<file path="config.mk">
export PLATFORM = sky130hd
export DESIGN_NAME = vfifo_spill_ctrl
export DESIGN_NICKNAME = d
export VERILOG_FILES = /design/src/rtl/vfifo_pkg.sv /design/src/rtl/vfifo_mode_ctrl.sv /design/src/rtl/vfifo_burst_ledger.sv /design/src/rtl/vfifo_wr_engine.sv /design/src/rtl/vfifo_rd_engine.sv /design/src/rtl/vfifo_spill_ctrl.sv
export SDC_FILE = /design/constraint.sdc
export NUM_CORES = 1
export LEC_CHECK = 0
export BUFFER_PORTS_ARGS = -buffer_cell sky130_fd_sc_hd__buf_2
export CAP_MARGIN = 20
export CORE_MARGIN = 2
export CORE_UTILIZATION = 47
export CTS_CLUSTER_SIZE = 12
export DETAILED_ROUTE_END_ITERATION = 6
export GPL_TIMING_DRIVEN = 0
export PLACE_DENSITY = 0.88
export REMOVE_ABC_BUFFERS = 1
export SKIP_CTS_REPAIR_TIMING = 1
export SLEW_MARGIN = 20
export SYNTH_ARGS = -nofsm -noshare
export SYNTH_HDL_FRONTEND = slang
export SYNTH_SLANG_ARGS = --single-unit
export TNS_END_PERCENT = 20
</file>
<file path="constraint.sdc">
create_clock -name clk -period 3.4 [get_ports clk]
set_input_delay 0.17 -clock clk [delete_from_list [all_inputs] [get_ports clk]]
set_output_delay 0.17 -clock clk [all_outputs]
set_load 0.02 [all_outputs]
</file>
<file path="src/rtl/vfifo_pkg.sv">
`timescale 1ns/1ps
package vfifo_pkg;

  localparam logic [1:0] AXI_BURST_INCR = 2'b01;

  // beat size code: log2 of the byte count per beat
  function automatic logic [2:0] size_code(input int unsigned bytes);
    return 3'($clog2(bytes));
  endfunction

  // address of a ring slot
  function automatic logic [63:0] ring_slot_addr(input logic [63:0] base,
                                                 input logic [31:0] slot,
                                                 input logic [31:0] burst_bytes);
    return base + 64'(slot) * 64'(burst_bytes);
  endfunction

  // credit update: add a step, subtract a step (two's complement, width-free)
  function automatic logic [31:0] credit_next(input logic [31:0] cur,
                                              input logic [31:0] add,
                                              input logic [31:0] sub);
    return cur + add - sub;
  endfunction

endpackage

</file>
<file path="src/rtl/vfifo_mode_ctrl.sv">
`timescale 1ns/1ps
module vfifo_mode_ctrl #(
  parameter int CNT_W = 6
) (
  input  logic             clk,
  input  logic             rst_n,
  input  logic [CNT_W-1:0] up_count,
  input  logic [CNT_W-1:0] threshold,
  input  logic             alloc_zero,
  input  logic             wr_issue,
  output logic             spill_mode
);

  logic over_thr;
  logic enter_spill;
  logic leave_spill;

  assign over_thr    = (up_count >= threshold);
  assign enter_spill = !spill_mode && over_thr;
  assign leave_spill = spill_mode && !over_thr && alloc_zero && !wr_issue;

  always_ff @(posedge clk) begin
    if (!rst_n) begin
      spill_mode <= 1'b0;
    end else if (enter_spill) begin
      spill_mode <= 1'b1;
    end else if (leave_spill) begin
      spill_mode <= 1'b0;
    end
  end

endmodule

</file>
<file path="src/rtl/vfifo_burst_ledger.sv">
`timescale 1ns/1ps
module vfifo_burst_ledger #(
  parameter int LOG2_BURSTS = 3
) (
  input  logic                 clk,
  input  logic                 rst_n,
  input  logic                 wr_issue,
  input  logic                 b_done,
  input  logic                 rd_issue,
  input  logic                 r_done,
  output logic                 alloc_full,
  output logic                 alloc_zero,
  output logic                 stored_nz,
  output logic [LOG2_BURSTS:0] alloc_cnt
);

  localparam int LW = LOG2_BURSTS + 1;
  localparam logic [LW-1:0] SLOTS = LW'(1 << LOG2_BURSTS);

  logic [LW-1:0] alloc_q;
  logic [LW-1:0] stored_q;

  function automatic logic [LW-1:0] step(input logic [LW-1:0] cur,
                                         input logic up, input logic dn);
    return LW'(vfifo_pkg::credit_next(32'(cur), 32'(up), 32'(dn)));
  endfunction

  always_ff @(posedge clk) begin
    if (!rst_n) begin
      alloc_q  <= '0;
      stored_q <= '0;
    end else begin
      alloc_q  <= step(alloc_q, wr_issue, r_done);
      stored_q <= step(stored_q, b_done, rd_issue);
    end
  end

  assign alloc_full = (alloc_q == SLOTS);
  assign alloc_zero = (alloc_q == '0);
  assign stored_nz  = (stored_q != '0);
  assign alloc_cnt  = alloc_q;

endmodule

</file>
<file path="src/rtl/vfifo_wr_engine.sv">
`timescale 1ns/1ps
module vfifo_wr_engine #(
  parameter int              DATA_W      = 32,
  parameter int              ADDR_W      = 32,
  parameter int              CNT_W       = 6,
  parameter int              BURST_LEN   = 8,
  parameter int              LOG2_BURSTS = 3,
  parameter logic [ADDR_W-1:0] ADDR_BASE = '0
) (
  input  logic              clk,
  input  logic              rst_n,
  input  logic              spill_mode,
  input  logic [CNT_W-1:0]  up_count,
  input  logic              alloc_full,
  input  logic [DATA_W-1:0] up_rdata,
  output logic              awvalid,
  input  logic              awready,
  output logic [ADDR_W-1:0] awaddr,
  output logic [7:0]        awlen,
  output logic [2:0]        awsize,
  output logic [1:0]        awburst,
  output logic              wvalid,
  input  logic              wready,
  output logic [DATA_W-1:0] wdata,
  output logic              wlast,
  input  logic              bvalid,
  output logic              bready,
  output logic              wr_issue,
  output logic              w_beat,
  output logic              b_done
);

  localparam int CRW         = CNT_W + 2;
  localparam int BPW         = (BURST_LEN > 1) ? $clog2(BURST_LEN) : 1;
  localparam int BURST_BYTES = BURST_LEN * (DATA_W / 8);
  localparam logic [CRW-1:0] BL_C     = CRW'(BURST_LEN);
  localparam logic [CRW-1:0] MIN_INIT = CRW'(BURST_LEN + 8);
  localparam logic [BPW-1:0] POS_LAST = BPW'(BURST_LEN - 1);

  logic [CRW-1:0]         min_up_q;
  logic [CRW-1:0]         beats_left_q;
  logic [BPW-1:0]         beat_pos_q;
  logic [LOG2_BURSTS-1:0] slot_q;
  logic [ADDR_W-1:0]      slot_addr;
  logic                   enough_up;

  function automatic logic [CRW-1:0] adj(input logic [CRW-1:0] cur,
                                         input logic [CRW-1:0] add,
                                         input logic [CRW-1:0] sub);
    return CRW'(vfifo_pkg::credit_next(32'(cur), 32'(add), 32'(sub)));
  endfunction

  assign slot_addr = ADDR_W'(vfifo_pkg::ring_slot_addr(64'(ADDR_BASE), 32'(slot_q),
                                                       32'(BURST_BYTES)));
  assign enough_up = ({2'b00, up_count} >= min_up_q);
  assign wr_issue  = !awvalid && spill_mode && enough_up && !alloc_full;

  assign wvalid  = (beats_left_q != '0);
  assign wdata   = up_rdata;
  assign wlast   = (beat_pos_q == POS_LAST);
  assign w_beat  = wvalid && wready;
  assign bready  = 1'b1;
  assign b_done  = bvalid;
  assign awlen   = 8'(BURST_LEN - 1);
  assign awsize  = vfifo_pkg::size_code(DATA_W / 8);
  assign awburst = vfifo_pkg::AXI_BURST_INCR;

  always_ff @(posedge clk) begin
    if (!rst_n) begin
      awvalid      <= 1'b0;
      awaddr       <= '0;
      slot_q       <= '0;
      min_up_q     <= MIN_INIT;
      beats_left_q <= '0;
      beat_pos_q   <= '0;
    end else begin
      if (wr_issue) begin
        awvalid <= 1'b1;
        awaddr  <= slot_addr;
        slot_q  <= slot_q + 1'b1;
      end else if (awvalid && awready) begin
        awvalid <= 1'b0;
      end
      min_up_q     <= adj(min_up_q, wr_issue ? BL_C : '0, CRW'(w_beat));
      beats_left_q <= adj(beats_left_q, wr_issue ? BL_C : '0, CRW'(w_beat));
      if (w_beat) begin
        beat_pos_q <= wlast ? '0 : beat_pos_q + 1'b1;
      end
    end
  end

endmodule

</file>
<file path="src/rtl/vfifo_rd_engine.sv">
`timescale 1ns/1ps
module vfifo_rd_engine #(
  parameter int              DATA_W      = 32,
  parameter int              ADDR_W      = 32,
  parameter int              CNT_W       = 6,
  parameter int              DN_DEPTH    = 63,
  parameter int              BURST_LEN   = 8,
  parameter int              LOG2_BURSTS = 3,
  parameter logic [ADDR_W-1:0] ADDR_BASE = '0
) (
  input  logic              clk,
  input  logic              rst_n,
  input  logic              spill_mode,
  input  logic [CNT_W-1:0]  dn_count,
  input  logic              stored_nz,
  output logic              arvalid,
  input  logic              arready,
  output logic [ADDR_W-1:0] araddr,
  output logic [7:0]        arlen,
  output logic [2:0]        arsize,
  output logic [1:0]        arburst,
  input  logic              rvalid,
  output logic              rready,
  input  logic              rlast,
  output logic              rd_issue,
  output logic              r_beat,
  output logic              r_done
);

  localparam int CRW         = CNT_W + 2;
  localparam int BURST_BYTES = BURST_LEN * (DATA_W / 8);
  localparam logic [CRW-1:0] BL_C     = CRW'(BURST_LEN);
  localparam logic [CRW-1:0] MAX_INIT = CRW'(DN_DEPTH - BURST_LEN - 8);

  logic [CRW-1:0]         max_dn_q;
  logic [CRW-1:0]         bursts_out_q;
  logic [LOG2_BURSTS-1:0] slot_q;
  logic [ADDR_W-1:0]      slot_addr;
  logic                   credit_neg;
  logic                   room_dn;

  function automatic logic [CRW-1:0] adj(input logic [CRW-1:0] cur,
                                         input logic [CRW-1:0] add,
                                         input logic [CRW-1:0] sub);
    return CRW'(vfifo_pkg::credit_next(32'(cur), 32'(add), 32'(sub)));
  endfunction

  assign slot_addr  = ADDR_W'(vfifo_pkg::ring_slot_addr(64'(ADDR_BASE), 32'(slot_q),
                                                        32'(BURST_BYTES)));
  assign credit_neg = max_dn_q[CRW-1];
  assign room_dn    = ({2'b00, dn_count} <= max_dn_q);
  assign rd_issue   = !arvalid && spill_mode && stored_nz && !credit_neg && room_dn;

  assign rready  = (bursts_out_q != '0);
  assign r_beat  = rvalid && rready;
  assign r_done  = r_beat && rlast;
  assign arlen   = 8'(BURST_LEN - 1);
  assign arsize  = vfifo_pkg::size_code(DATA_W / 8);
  assign arburst = vfifo_pkg::AXI_BURST_INCR;

  always_ff @(posedge clk) begin
    if (!rst_n) begin
      arvalid      <= 1'b0;
      araddr       <= '0;
      slot_q       <= '0;
      max_dn_q     <= MAX_INIT;
      bursts_out_q <= '0;
    end else begin
      if (rd_issue) begin
        arvalid <= 1'b1;
        araddr  <= slot_addr;
        slot_q  <= slot_q + 1'b1;
      end else if (arvalid && arready) begin
        arvalid <= 1'b0;
      end
      max_dn_q     <= adj(max_dn_q, CRW'(r_beat), rd_issue ? BL_C : '0);
      bursts_out_q <= adj(bursts_out_q, CRW'(rd_issue), CRW'(r_done));
    end
  end

endmodule

</file>
<file path="src/rtl/vfifo_spill_ctrl.sv">
`timescale 1ns/1ps
module vfifo_spill_ctrl #(
  parameter int              DATA_W      = 32,
  parameter int              ADDR_W      = 32,
  parameter int              CNT_W       = 6,
  parameter int              DN_DEPTH    = 63,
  parameter int              BURST_LEN   = 8,
  parameter int              LOG2_BURSTS = 3,
  parameter logic [ADDR_W-1:0] ADDR_BASE = 32'h0000_1000
) (
  input  logic              clk,
  input  logic              rst_n,
  input  logic [CNT_W-1:0]  threshold,
  input  logic [CNT_W-1:0]  up_count,
  input  logic              up_empty,
  input  logic [DATA_W-1:0] up_rdata,
  output logic              up_pop,
  input  logic [CNT_W-1:0]  dn_count,
  input  logic              dn_full,
  output logic [DATA_W-1:0] dn_wdata,
  output logic              dn_push,
  output logic              spill_mode,
  output logic              awvalid,
  input  logic              awready,
  output logic [ADDR_W-1:0] awaddr,
  output logic [7:0]        awlen,
  output logic [2:0]        awsize,
  output logic [1:0]        awburst,
  output logic              wvalid,
  input  logic              wready,
  output logic [DATA_W-1:0] wdata,
  output logic              wlast,
  input  logic              bvalid,
  output logic              bready,
  input  logic [1:0]        bresp,
  output logic              arvalid,
  input  logic              arready,
  output logic [ADDR_W-1:0] araddr,
  output logic [7:0]        arlen,
  output logic [2:0]        arsize,
  output logic [1:0]        arburst,
  input  logic              rvalid,
  output logic              rready,
  input  logic [DATA_W-1:0] rdata,
  input  logic [1:0]        rresp,
  input  logic              rlast
);

  logic                 wr_issue;
  logic                 rd_issue;
  logic                 w_beat;
  logic                 r_beat;
  logic                 b_done;
  logic                 r_done;
  logic                 alloc_full;
  logic                 alloc_zero;
  logic                 stored_nz;
  logic [LOG2_BURSTS:0] alloc_cnt;
  logic                 pass_move;
  logic                 resp_unused;

  // response codes carry no meaning for this block
  assign resp_unused = ^{bresp, rresp};

  assign pass_move = !spill_mode && !up_empty && !dn_full;
  assign up_pop    = spill_mode ? w_beat : pass_move;
  assign dn_push   = spill_mode ? r_beat : pass_move;
  assign dn_wdata  = spill_mode ? rdata  : up_rdata;

  vfifo_mode_ctrl #(.CNT_W(CNT_W)) mode_i (
    .clk        (clk),
    .rst_n      (rst_n),
    .up_count   (up_count),
    .threshold  (threshold),
    .alloc_zero (alloc_zero),
    .wr_issue   (wr_issue),
    .spill_mode (spill_mode)
  );

  vfifo_burst_ledger #(.LOG2_BURSTS(LOG2_BURSTS)) ledger_i (
    .clk        (clk),
    .rst_n      (rst_n),
    .wr_issue   (wr_issue),
    .b_done     (b_done),
    .rd_issue   (rd_issue),
    .r_done     (r_done),
    .alloc_full (alloc_full),
    .alloc_zero (alloc_zero),
    .stored_nz  (stored_nz),
    .alloc_cnt  (alloc_cnt)
  );

  vfifo_wr_engine #(
    .DATA_W(DATA_W), .ADDR_W(ADDR_W), .CNT_W(CNT_W), .BURST_LEN(BURST_LEN),
    .LOG2_BURSTS(LOG2_BURSTS), .ADDR_BASE(ADDR_BASE)
  ) wr_i (
    .clk        (clk),
    .rst_n      (rst_n),
    .spill_mode (spill_mode),
    .up_count   (up_count),
    .alloc_full (alloc_full),
    .up_rdata   (up_rdata),
    .awvalid    (awvalid),
    .awready    (awready),
    .awaddr     (awaddr),
    .awlen      (awlen),
    .awsize     (awsize),
    .awburst    (awburst),
    .wvalid     (wvalid),
    .wready     (wready),
    .wdata      (wdata),
    .wlast      (wlast),
    .bvalid     (bvalid),
    .bready     (bready),
    .wr_issue   (wr_issue),
    .w_beat     (w_beat),
    .b_done     (b_done)
  );

  vfifo_rd_engine #(
    .DATA_W(DATA_W), .ADDR_W(ADDR_W), .CNT_W(CNT_W), .DN_DEPTH(DN_DEPTH),
    .BURST_LEN(BURST_LEN), .LOG2_BURSTS(LOG2_BURSTS), .ADDR_BASE(ADDR_BASE)
  ) rd_i (
    .clk        (clk),
    .rst_n      (rst_n),
    .spill_mode (spill_mode),
    .dn_count   (dn_count),
    .stored_nz  (stored_nz),
    .arvalid    (arvalid),
    .arready    (arready),
    .araddr     (araddr),
    .arlen      (arlen),
    .arsize     (arsize),
    .arburst    (arburst),
    .rvalid     (rvalid),
    .rready     (rready),
    .rlast      (rlast),
    .rd_issue   (rd_issue),
    .r_beat     (r_beat),
    .r_done     (r_done)
  );

endmodule

</file>
After elaboration in Yosys (flattened, before gate mapping) --
Cells that the tools add are included.
Storage, ports and cells: input bits 96, bits in registers 116
Cells by class: reduce and logical (&&, ||, !) cells 34, add/subtract/negate cells 17, equal/unequal tests 2, muxes and demuxes 12, $lt $le $gt $ge 3
Operator list (number):
- 32-bit two-way mux | 1
- 13-bit by 8-bit adder with 14-bit output, first input constant | 2
- 8-bit by 1-bit subtractor with 8-bit output | 3
- 1-bit logical AND | 18
- 8-bit by 1-bit adder with 8-bit output | 2
- 8-bit adder | 2
- 8-bit nonzero test | 2
- 3-bit by 1-bit adder with 3-bit output, second input constant | 3
- 1-bit zero test | 9
- 4-bit by 1-bit adder with 4-bit output | 2
- 6-bit by 8-bit greater-or-equal comparator with 1-bit output | 1
- 6-bit by 8-bit less-or-equal comparator with 1-bit output | 1
- 1-bit two-way mux | 8
- 4-bit two-way mux | 2
- 4-bit by 1-bit subtractor with 4-bit output | 2
- 8-bit subtractor | 1
- 6-bit greater-or-equal comparator | 1
- 2-bit nonzero test | 3
- 4-bit == test, second input constant | 1
- 4-bit zero test | 1
- 4-bit nonzero test | 1
- 3-bit == test, second input constant | 1
- 3-bit two-way mux | 1

Depth between registers and ports, before layout --
word-level depth 8, mapped depth 17, depth with buffers taken out 17

By module --
From an unflattened synthesis, not the netlist that was laid out.
Unflattened totals: cells, all modules 622, area, all modules 5529.1 um2
By module, submodules not included:
- vfifo_wr_engine | times used 1, sequential area each 540.5 um2, area an instance 2275.9 um2, cells an instance 271
- vfifo_rd_engine | times used 1, sequential area each 480.5 um2, area an instance 1984.4 um2, cells an instance 235
- vfifo_spill_ctrl | times used 1, sequential area each 0.0 um2, area an instance 556.8 um2, cells an instance 39
- vfifo_burst_ledger | times used 1, sequential area each 160.2 um2, area an instance 531.8 um2, cells an instance 55
- vfifo_mode_ctrl | times used 1, sequential area each 20.0 um2, area an instance 180.2 um2, cells an instance 22

Worst setup path before layout --
OpenSTA, ideal clock, no wires.
path type reg2reg, start point reg mode_i.spill_mode, end point reg rd_i.bursts_out_q[6], arrival time 3.011 ns, clock period less this slack 3.144 ns, path buffers 1, path slack 0.256 ns, data required time 3.267 ns, library setup time 0.133 ns, cell stages (with the launch flop) 16, cell sequence dfxtp_1 > buf_4 > inv_2 > or4_4 > nor2_8 > inv_2 > ha_1 > inv_1 > ha_1 > inv_1 > fa_1 > nand2b_1 > a21oi_1 > o21ai_1 > mux2i_1 > o311ai_1
Between the ends: cells in the longest elaborated chain, start to end 6
RTL lines:
- from (decl) | line vfifo_mode_ctrl.sv:11 | output logic spill_mode
- from (signal assigned) | line vfifo_mode_ctrl.sv:24 | spill_mode <= 1'b0;
- from (signal assigned) | line vfifo_mode_ctrl.sv:26 | spill_mode <= 1'b1;
- from (signal assigned) | line vfifo_mode_ctrl.sv:28 | spill_mode <= 1'b0;
- 1-bit logical AND (4 in a row) | line vfifo_rd_engine.sv:52 | assign rd_issue = !arvalid && spill_mode && stored_nz && !credit_neg && room_dn;
- named net ledger_i.rd_issue | line vfifo_burst_ledger.sv:9 | input logic rd_issue,
- 8-bit by 1-bit adder with 8-bit output | line vfifo_pkg.sv:22 | return cur + add - sub;
- 8-bit by 1-bit subtractor with 8-bit output | line vfifo_pkg.sv:22
- to (signal assigned) | line vfifo_rd_engine.sv:77 | bursts_out_q <= adj(bursts_out_q, CRW'(rd_issue), CRW'(r_done));
- to (decl) | line vfifo_rd_engine.sv:36 | logic [CRW-1:0] bursts_out_q;
The timed path passes the listed nets, and every way through them passes these cells. A chain may end at the register's enable or synchronous reset.

Worst setup path in the final report --
start point reg rd_i.max_dn_q[2], end point reg rd_i.bursts_out_q[6]
Between the ends: cells in the longest elaborated chain, start to end 4
RTL lines:
- from (decl) | line vfifo_rd_engine.sv:35 | logic [CRW-1:0] max_dn_q;
- from (signal assigned) | line vfifo_rd_engine.sv:76 | max_dn_q <= adj(max_dn_q, CRW'(r_beat), rd_issue ? BL_C : '0);
- 6-bit by 8-bit less-or-equal comparator with 1-bit output | line vfifo_rd_engine.sv:51 | assign room_dn = ({2'b00, dn_count} <= max_dn_q);
- 1-bit logical AND | line vfifo_rd_engine.sv:52
- named net ledger_i.rd_issue | line vfifo_burst_ledger.sv:9
- 8-bit by 1-bit adder with 8-bit output | line vfifo_pkg.sv:22
- 8-bit by 1-bit subtractor with 8-bit output | line vfifo_pkg.sv:22
The timed path passes the listed nets, and every way through them passes these cells.

==> flow_metrics.py <==
metrics = {
    "status": {
        "status": "completed",
    },
    "routing": {
        "num_vias": 4267,
        "detail_route.first_pass.iterations": 5,
        "viasPerCell": 4.83,
        "routed_wl_um": 13300,
        "drc": 0,
        "ant_nets": 0,
        "drtIter0Drc": 183,
        "wl_per_cell_um": 15.0,
    },
    "floorplanning": {
        "io_pins": 259,
        "die-area_um2": 12000,
        "start_util_pct": 48.4,
        "fp.dieW_um": 110,
        "die_y_um": 110,
        "coreArea_um2": 10800,
        "placementRows": 38,
    },
    "logic_synthesis": {
        "synth_xor_xnor_area_share_pct": 2.84,
        "synth_compound_area_share_pct": 9.07,
        "synth_cells": 601,
        "ys_ff_latch": 60,
        "synth-adder-area-share_pct": 19.6,
        "seq_area_frac_synth_pct": 22.9,
        "yosysUniqueCellTypes": 57,
        "synth_top_family_by_area": "buffers and inverters",
        "syn_area_um2": 5240,
        "synthMuxAreaShare_pct": 9.16,
        "ys_warn_count": 0,
        "syn_area_per_cell_um2": 8.73,
        "yosys.area_share.simple_pct": 13.5,
        "synth_edf_count": 0,
        "yosys_most_used_dff": "dfxtp_1",
        "synthArstFlopShare_pct": 0,
    },
    "cells_and_area": {
        "drive_gt1_share_pct": 32.0,
        "nNetsFinal": 914,
        "area_growth_pct": 13.2,
        "diodes": 0,
        "fin_util_pct": 54.8,
    },
    "critical_path": {
        "crit_path_start_kind": "register",
        "critical_path_buf_inv_count": 4,
        "crit_family": "adder cells",
        "path_max_fanout": 3,
        "worstSetupEndpointType": "register",
        "required_ns": 3.60,
        "critPathKind": "reg2reg",
        "crit_start": "rd_i.max_dn_q[2]",
        "cp_cell_sequence": "inv_1 -> ha_1 -> a211o_1 -> o211ai_1 -> a31oi_4 -> nor2_8 -> inv_2 -> ha_1 -> inv_1 -> ha_1 -> inv_1 -> fa_1 -> nand2b_1 -> a21oi_2 -> o21ai_2 -> mux2i_1 -> o311ai_1",
        "worstReg2RegStart": "rd_i.max_dn_q[2]",
        "cp_slowest_stage_delay_ns": 0.39,
        "critPathSlowestCell": "fa_1",
        "critPathArrivalTime_ns": 3.44,
    },
    "placement": {
        "dp_slack_ns": 0.0168,
        "portBuffers": 171,
        "hpwlAfterDp_um": 11100,
        "place_congestion": 0.801,
    },
    "pwr": {
        "powerDensity_nw_per_um2": 791,
        "leakage_nw": 3.12,
        "p_sw_share_pct": 43.8,
        "p_seq_share_pct": 22.9,
        "total_power_w": 0.00469,
        "p_switching_w": 0.00206,
        "p_clk_share_pct": 15.2,
        "vdd_drop_max_mv": 0.298,
        "share_comb_of_total_power_pct": 61.9,
        "intPower_w": 0.00264,
    },
    "sta": {
        "setup_ws_ns": 0.164,
        "finalCriticalPeriod_ns": 3.24,
        "setup_viol": 0,
        "finalHoldViolCount": 0,
        "max_freq_ghz": 0.309,
        "fin_hold_ws_ns": 0.101,
        "fin_crit_sh_pct": 95.2,
        "slew_viol_final": 0,
        "clock-skew-final_ns": 0.0136,
        "worstMarginPinSlew_ns": 0.856,
        "slew_headroom_pct": 42.9,
    },
    "grt": {
        "overflow": 0,
        "antenna_found_initial": 1,
        "grt_use_total_pct": 21.0,
        "grt_pass1_vias": 3779,
        "grt_max_degree": 50,
        "grt_pass1_wl_um": 18900,
    },
    "clock_tree": {
        "cts_tree": "yes",
        "clock_latency_ns": 0.34,
        "cts.sinks": 60,
        "cts_root_buffer": "clkbuf_8",
        "clkTransAtPathRegs_ns": 0.07,
        "clockBufferDepth": 2,
        "cts-htree-levels": 3,
        "cts_made_buffers": 9,
    },
    "hold_path": {
        "hold_start": "awready",
        "min_path_type": "in2reg",
    },
    "job": {
        "maxCapViolCount": 0,
    },
}
==> power by group through the flow <==
stage / logic (W) / clock network, W / registers, W
floorplan: 0.00216 / 0 / 0.00109
global placement: 0.00269 / 0 / 0.00111
detailed placement: 0.00285 / 0 / 0.00109
CTS: 0.00286 / 0.000718 / 0.00107
global route: 0.00328 / 0.000748 / 0.00110
finish: 0.00291 / 0.000711 / 0.00108
==> cell families after synthesis <==
kind of cell,count (synthesis)
buffers and inverters,202
AND/OR/NAND/NOR,131
adder cells (fa/ha/maj),79
AO/OA/AOI/OAI,66
flip-flops,60
multiplexers,44
XOR/XNOR,17
other,2
==> worst min-delay path: stages <==
cell      delay (ns)
buf_2           0.07
nand2b_1        0.09
a21oi_1         0.06
==> layer usage <==
metal	track usage (%)	share of wire (%)	vias up
met1	25.4	41	2014
met5	0	0.090	-
met4	6.24	1.7	2
met2	36.3	50	132
li1	-	-	2098
met3	5.57	7.4	21
==> registers in the layout, indices dropped and copies added, names as in the netlist <==
name                cells
wr_i.beat_pos_q         3
rd_i.slot_q             3
ledger_i.alloc_cnt      4
rd_i.bursts_out_q       8
wr_i.awaddr             4
ledger_i.stored_q       4
mode_i.spill_mode       1
rd_i.arvalid            1
rd_i.max_dn_q           8
wr_i.beats_left_q       8
wr_i.min_up_q           8
wr_i.awvalid            1
wr_i.slot_q             3
rd_i.araddr             4
==> area by class of cell <==
cell class | count | area, um^2
repair buffers | 174 | 891
inverters | 74 | 278
multi-input cells | 420 | 3170
well taps | 140 | 175
flip-flops and latches | 60 | 1210
clock inverters | 5 | 75.1
fillers | 953 | 4900
clock buffers | 11 | 141
==> Yosys cell counts (5+ instances only) <==
cell type	count	area share, %
inv_1	70	5.0
dfxtp_1	60	23
a21oi_1	18	1.7
nand4_1	7	0.84
nor3_1	8	0.76
xnor2_1	12	2.0
nand2b_1	9	1.1
nor2b_1	5	0.60
buf_4	116	17
o21ai_0	6	0.57
xor2_1	5	0.84
nand3_1	11	1.0
a21o_1	7	1.0
fa_1	5	1.9
nor2_1	31	2.2
mux2_2	32	6.9
nand2_1	25	1.8
mux2i_1	12	2.3
and2_1	11	1.3
ha_1	74	18
clkbuf_1	10	0.72
==> per-stage QoR <==
step                instance area, um^2  TNS, ns  cells
global placement                   5660    -8.02    865
global route                       5940  -0.0123    884
floorplan                          4630    -1.16    554
finish                             5940        0    884
detailed placement                 5680        0    866
CTS                                5900  -0.0177    882
==> cells in the final DEF (no fill, tap or decap), drive strengths merged, types with 3 or more instances in the layout <==
cell,n
clkinv,4
nor3b,3
conb,83
a21oi,18
nor3,8
ha,74
xor2,5
a21o,7
fa,5
o21bai,3
nand4,7
nand3b,3
nor2b,5
nand3,11
o21ai,9
nor4b,3
nor2,32
nand2b,9
or4,4
dfxtp,60
mux2i,12
buf,174
and3,3
a31oi,4
clkbuf,11
nand2,26
and2,11
mux2,32
inv,73
o311ai,4
o211ai,3
xnor2,12
==> worst paths after layout <==
kind | end | slack, ns | cells past startpoint
setup reg to reg | rd_i.bursts_out_q[6] | 0.16 | 17
setup / recovery | rd_i.bursts_out_q[6] | 0.16 | 17
hold reg to reg | wr_i.beat_pos_q[2] | 0.47 | 2
hold / removal | wr_i.awvalid | 0.10 | 3
No activity file was read; power rests on OpenSTA's default activity.
